$ cat config.mk
export PLATFORM = sky130hd
export DESIGN_NAME = scan_test_seq
export DESIGN_NICKNAME = d
export VERILOG_FILES = /design/src/rtl/scan_seq_pkg.sv /design/src/rtl/seq_step_counter.sv /design/src/rtl/seq_pattern_feed.sv /design/src/rtl/seq_verdict.sv /design/src/rtl/scan_test_seq.sv
export SDC_FILE = /design/constraint.sdc
export NUM_CORES = 1
export LEC_CHECK = 0
export ABC_AREA = 1
export BUFFER_PORTS_ARGS = -buffer_cell sky130_fd_sc_hd__buf_2
export CAP_MARGIN = 20
export CORE_MARGIN = 2
export CORE_UTILIZATION = 50
export DETAILED_ROUTE_END_ITERATION = 8
export PLACE_DENSITY = 0.83
export RECOVER_POWER = 100
export SLEW_MARGIN = 40
export SYNTH_ARGS = -nofsm -noshare
export SYNTH_HDL_FRONTEND = slang
export SYNTH_SLANG_ARGS = --single-unit
$ cat constraint.sdc
create_clock -name clk -period 1.7 [get_ports clk]
set_clock_uncertainty 0.15 [all_clocks]
set_input_delay 0 -clock clk [delete_from_list [all_inputs] [get_ports clk]]
set_output_delay 0 -clock clk [all_outputs]
set_load 0.005 [all_outputs]
$ cat src/rtl/scan_seq_pkg.sv
package scan_seq_pkg;
  typedef enum logic [2:0] {
    ST_IDLE,
    ST_LOAD,
    ST_CAPTURE,
    ST_UNLOAD,
    ST_COMPARE,
    ST_DONE
  } seq_state_t;
endpackage

$ cat src/rtl/seq_step_counter.sv
module seq_step_counter #(
  parameter int CW = 2
) (
  input  logic          clk,
  input  logic          rst_n,
  input  logic          clear,
  input  logic          step,
  input  logic [CW-1:0] final_val,
  output logic          at_final
);
  logic [CW-1:0] cnt;

  always_ff @(posedge clk or negedge rst_n) begin
    if (!rst_n)     cnt <= '0;
    else if (clear) cnt <= '0;
    else if (step)  cnt <= cnt + 1'b1;
  end

  assign at_final = (cnt == final_val);
endmodule

$ cat src/rtl/seq_pattern_feed.sv
module seq_pattern_feed #(
  parameter int N = 3
) (
  input  logic         clk,
  input  logic         rst_n,
  input  logic         load,
  input  logic         shift,
  input  logic [N-1:0] bits_in,
  output logic         head
);
  logic [N-1:0] sh;

  always_ff @(posedge clk or negedge rst_n) begin
    if (!rst_n)     sh <= '0;
    else if (load)  sh <= bits_in;
    else if (shift) sh <= sh >> 1;
  end

  assign head = sh[0];
endmodule

$ cat src/rtl/seq_verdict.sv
module seq_verdict (
  input  logic clk,
  input  logic rst_n,
  input  logic arm,
  input  logic expect_in,
  input  logic judge,
  input  logic observed,
  output logic done,
  output logic pass
);
  logic exp_q;

  always_ff @(posedge clk or negedge rst_n) begin
    if (!rst_n) begin
      exp_q <= 1'b0;
      done  <= 1'b0;
      pass  <= 1'b0;
    end else if (arm) begin
      exp_q <= expect_in;
      done  <= 1'b0;
      pass  <= 1'b0;
    end else if (judge) begin
      done  <= 1'b1;
      pass  <= (observed == exp_q);
    end
  end
endmodule

$ cat src/rtl/scan_test_seq.sv
module scan_test_seq
  import scan_seq_pkg::*;
#(
  parameter int LOAD_LEN   = 3,
  parameter int UNLOAD_LEN = 1,
  parameter int PI_W       = 2
) (
  input  logic                clk,
  input  logic                rst_n,
  input  logic                start,
  input  logic [LOAD_LEN-1:0] pattern,
  input  logic                expect_bit,
  input  logic [PI_W-1:0]     pi_in,
  input  logic                scan_out,
  output logic                scan_en,
  output logic                scan_in,
  output logic [PI_W-1:0]     pi_out,
  output logic                done,
  output logic                pass
);
  localparam int MAXLEN = (LOAD_LEN > UNLOAD_LEN) ? LOAD_LEN : UNLOAD_LEN;
  localparam int CW     = $clog2(MAXLEN + 1);

  seq_state_t state, nxt;
  logic       accept, at_final, head;
  logic [CW-1:0] final_val;
  logic [PI_W-1:0] pi_q;

  assign accept = start && (state == ST_IDLE || state == ST_DONE);

  always_comb begin
    nxt = state;
    case (state)
      ST_IDLE, ST_DONE: if (accept) nxt = ST_LOAD;
      ST_LOAD:          if (at_final) nxt = ST_CAPTURE;
      ST_CAPTURE:       nxt = ST_UNLOAD;
      ST_UNLOAD:        if (at_final) nxt = ST_COMPARE;
      ST_COMPARE:       nxt = ST_DONE;
      default:          nxt = ST_IDLE;
    endcase
  end

  always_ff @(posedge clk or negedge rst_n) begin
    if (!rst_n) begin
      state <= ST_IDLE;
      pi_q  <= '0;
    end else begin
      state <= nxt;
      if (accept) pi_q <= pi_in;
    end
  end

  assign final_val = (state == ST_UNLOAD) ? CW'(UNLOAD_LEN - 1) : CW'(LOAD_LEN - 1);

  seq_step_counter #(.CW(CW)) u_cnt (
    .clk      (clk),
    .rst_n    (rst_n),
    .clear    (accept || state == ST_CAPTURE),
    .step     (state == ST_LOAD || state == ST_UNLOAD),
    .final_val(final_val),
    .at_final (at_final)
  );

  seq_pattern_feed #(.N(LOAD_LEN)) u_feed (
    .clk    (clk),
    .rst_n  (rst_n),
    .load   (accept),
    .shift  (state == ST_LOAD),
    .bits_in(pattern),
    .head   (head)
  );

  seq_verdict u_verdict (
    .clk      (clk),
    .rst_n    (rst_n),
    .arm      (accept),
    .expect_in(expect_bit),
    .judge    (state == ST_COMPARE),
    .observed (scan_out),
    .done     (done),
    .pass     (pass)
  );

  assign scan_en = (state == ST_LOAD) || (state == ST_UNLOAD);
  assign scan_in = (state == ST_LOAD) && head;
  assign pi_out  = pi_q;
endmodule

Word level (Yosys, flattened, before mapping) --
Index checks and enable logic that the tools add are counted.
Storage, ports and cells: memories kept 0, latch bits 0, register bits after elaboration 13, input port bits 10, memory bits (read-only) 0, bits in writable memories 0, logic and storage cells 42, output and inout bits 6
Operators by class: multiply operators 0, shift-type cells 0, $lt $le $gt $ge 0, add/subtract/negate cells 1, equal/unequal tests 10, div/mod/pow operators 0, mux-type cells 13, bitwise operators 0, reduce and logical (&&, ||, !) cells 11
Operators by type and width (number):
- two-way mux 3 bit | 5
- case mux 3 bit (5 select lines) | 1
- equality test 3 x 2 -> 1 bit (second input constant) | 2
- equality test 3 bit (second input constant) | 2
- two-way mux 2 bit | 3
- != test 2 bit (second input constant) | 3
- nonzero test 2 bit | 3
- two-way mux 1 bit | 4
- equality test 3 x 1 -> 1 bit (second input constant) | 1
- zero test 3 bit | 1
- logical OR 1 bit | 3
- AND reduction 3 bit | 1
- adder 2 x 1 -> 2 bit (second input constant) | 1
- equality test 2 bit | 1
- logical AND 1 bit | 2
- OR reduction 2 bit | 1
- equality test 1 bit | 1

Depth between registers and ports, before layout --
depth in word-level cells 5, gate-level depth with buffers 7, gate-level depth less buffers 7

Modules after synthesis --
From an unflattened synthesis, not the netlist that was laid out.
Second synthesis, totals: cells, all modules 101, area total of the unflattened synthesis 710.7 um2
Modules (own cells, without submodules):
- scan_test_seq | sequential area each 125.1 um2, area each 319.1 um2, instances 1, cells an instance 46
- seq_pattern_feed | sequential area each 75.1 um2, area each 131.4 um2, instances 1, cells an instance 16
- seq_step_counter | sequential area each 50.0 um2, area each 130.1 um2, instances 1, cells an instance 22
- seq_verdict | sequential area each 75.1 um2, area each 130.1 um2, instances 1, cells an instance 17

Worst setup path before layout --
Ideal clock, no wire load.
path kind register to register, start register state[2], end register u_feed.sh[0], period minus slack after synthesis 1.238 ns, required time 1.433 ns, stages on the path, launching flop included 7, path buffers 0, arrival 0.971 ns, setup time 0.117 ns, path slack 0.462 ns, cell sequence dfrtp_1 -> inv_2 -> nand2_4 -> nor2_1 -> inv_2 -> nand3_1 -> nand2_1
Between the ends: longest elaborated chain between the ends 4
Ends and longest elaborated chain:
- start, declared | line scan_test_seq.sv:24 | seq_state_t state, nxt;
- start signal, assigned | line scan_test_seq.sv:48 | state <= nxt;
- equality test 3 bit or zero test 3 bit (tied branches) | line scan_test_seq.sv:29 | assign accept = start && (state == ST_IDLE || state == ST_DONE);
- logical OR 1 bit | line scan_test_seq.sv:29
- logical AND 1 bit | line scan_test_seq.sv:29
- two-way mux 3 bit or nonzero test 2 bit (tied branches)
- end signal, assigned | line seq_pattern_feed.sv:15 | else if (load) sh <= bits_in;
- end signal, assigned | line seq_pattern_feed.sv:16 | else if (shift) sh <= sh >> 1;
- end, declared | line seq_pattern_feed.sv:11 | logic [N-1:0] sh;
Parallel ways exist; a longest one is shown, timed or not. A chain may end at the register's enable or synchronous reset.

Worst setup path after layout --
start register state[2], end output port scan_in
Between the ends: longest elaborated chain between the ends 2
Ends and longest elaborated chain:
- equality test 3 x 1 -> 1 bit | line scan_test_seq.sv:85 | assign scan_in = (state == ST_LOAD) && head;
- logical AND 1 bit | line scan_test_seq.sv:85
- end, declared | line scan_test_seq.sv:16 | output logic scan_in,
Every way passes these cells.

==> results.tsv <==
metric	value	unit
hold_start	expect_bit	
grt_start_max_net_pins	14	
cp_cell_sequence	inv_2 -> nand2_4 -> nor2_2 -> inv_2 -> nor2_1 -> buf_2	
cts_root_buf	clkbuf_4	
rows	13	
final.setup.worst_slack	0.156	ns
num_vias	677	
dr.pass1.iters	4	
syn-num-nets	101	
boundaryPins	16	
viasPerCell	5.05	
gp_congestion	0.771	
postSynthCellCount	91	
period_minus_slack	1.54	ns
drtIter0Drc	8	
cp_slowest_stage_delay	0.47	ns
reg2reg_to	pi_out[1]	
cts_buffers	3	
grt_pass1_wl	2430	um
cts.sinks	13	
antenna_found_initial	0	
drive_gt1_share	18.5	%
place_ws	0.318	ns
clkTransAtPathRegs	0.08	ns
grtUsageTotal	22.5	%
overflow	0	
holdPathStages	4	
fin_setup_tns	0	ns
wl	1570	um
hold_ws	0.318	ns
synth_area	698	um^2
end_kind	output pin	
hold_path_end	u_verdict.exp_q	
ys_seq_elements	13	
final_antenna_net_count	0	
p_leak	0.508	nW
rsz0062_at_grt	no	
totalPowerFinal	1.57	mW
hpwl	1020	um
dpl_cell_area	781	um^2
worstReg2RegStart	state[1]	
required	1.55	ns
routedWlPerCell	11.7	um
finalHoldViolations	0	
crit_arrival	1.39	ns
peakVddDrop	1160	uV
worstSetupStartpointType	flip-flop	
nets	130	
slew_headroom	61.3	%
ys_types	15	
die_w	41.4	um
portBuffers	15	
slew_viol_final	0	
diodes	0	
cts_tree	done	
clock_path_buffers	2	
yosysSeqAreaShare	46.6	%
stdcell_area	902	um^2
max_freq	0.648	GHz
status	completed	
drc	0	
power_per_cell_area	1740	nW/um^2
coreArea	1300	um^2
yosys_warnings	0	
worstPathMaxFanout	6	
die_h	41.4	um
syn_avg_cell_area	7.67	um^2
hold_path.class	input pin to flip-flop	
path_class	flip-flop to output pin	
post-route-period-util	90.8	%
first_global_vias	595	
setup-violations-final	0	
h-tree-depth	1	
tightest_slew	0.579	ns
crit_top_cell	inv_2	
r2r_setup_slack	0.32	ns
critPathSlowestCell	dfrtp_1	
initial_core_util	53.7	%
dieArea	1710	um^2
timing.max_cap.violations	0	
clk_latency	0.27	ns
ff2ff_path_depth	5	
post_cts_buffers	0	
synthToLayoutAreaGrowth	29.2	%
## area by class of cell
| type | instances | area, um^2 |
|---|---|---|
| flip-flops and latches | 13 | 325 |
| inverters | 13 | 48.8 |
| repair buffers | 25 | 170 |
| fillers | 111 | 399 |
| well taps | 15 | 18.8 |
| clock buffers | 4 | 26.3 |
| multi-input cells | 64 | 313 |
## power breakdown
group	switching (mW)	internal (mW)
Sequential	0.132	0.454
Combinational	0.499	0.291
Clock	0.100	0.0909
## registers in the layout, indices dropped and copies added (netlist names)
signal,cells
pi_out,2
state,3
u_cnt.cnt,2
u_feed.sh,3
u_verdict.done,1
u_verdict.exp_q,1
u_verdict.pass,1
## repair_timing
action,4_1_cts,5_1_grt
setup endpoints to repair,0,1
gates resized for setup,0,1
hold buffers,10,0
hold endpoints to repair,21,0
## cell usage after synthesis
library cell,number,area [um^2]
a21oi_1,2,10.0
buf_6,1,11.3
dfrtp_1,13,325
inv_1,9,33.8
inv_2,4,15.0
nand2_1,35,131
nand2_2,1,6.26
nand2_4,2,22.5
nand3_1,10,50.1
nand4_1,4,25.0
nand4_4,1,21.3
nor2_1,4,15.0
o211ai_1,1,7.51
o21ai_0,3,15.0
xor2_1,1,8.76
## worst max-delay path, delay by kind of cell, from the launching register on
kind          cells  cell delay, ns
buf+inv           3            0.32
flops             1            0.47
simple gates      3            0.33
## worst max path at each step
stage                     slack (ns)  startpoint           end  cells past startpoint
final                           0.16    state[2]       scan_in                      6
after global routing            0.04    state[2]       scan_in                      6
after CTS                       0.09    state[2]       scan_in                      6
after detailed placement        0.32    state[2]      state[1]                      7
after global placement          0.34    state[2]      state[1]                      7
after floorplan                 0.46    state[2]  u_feed.sh[0]                      6
## per-stage QoR
step                utilization, %  std cells
finish                        69.3        134
global route                  69.3        134
CTS                           69.7        134
detailed placement            60.0        120
global placement              60.0        120
floorplan                        -         91
## cells in the final DEF, fill, tap and decap left out, drive strengths merged
cell,instances
dfrtp,13
nand3,10
a21oi,2
clkbuf,8
buf,11
dlygate4sd3,10
nand2,38
inv,13
o211ai,1
nor2,4
o21ai,3
nand4,5
xor2,1
## per-layer routing
metal	GRT usage [%]	vias to the layer above	routed length [um]
met5	0	-	0
met4	7.26	0	5
met3	5.85	2	72
met2	38.3	23	814
met1	27.8	304	677
li1	-	348	-
## cells by family after synthesis
family          after synthesis  synth area share [%]
buf+inv                      14                  8.60
simple gates                 57                  38.9
xor+xnor                      1                  1.25
compound gates                6                  4.66
flops                        13                  46.6
No activity file was read; power rests on OpenSTA's default activity.
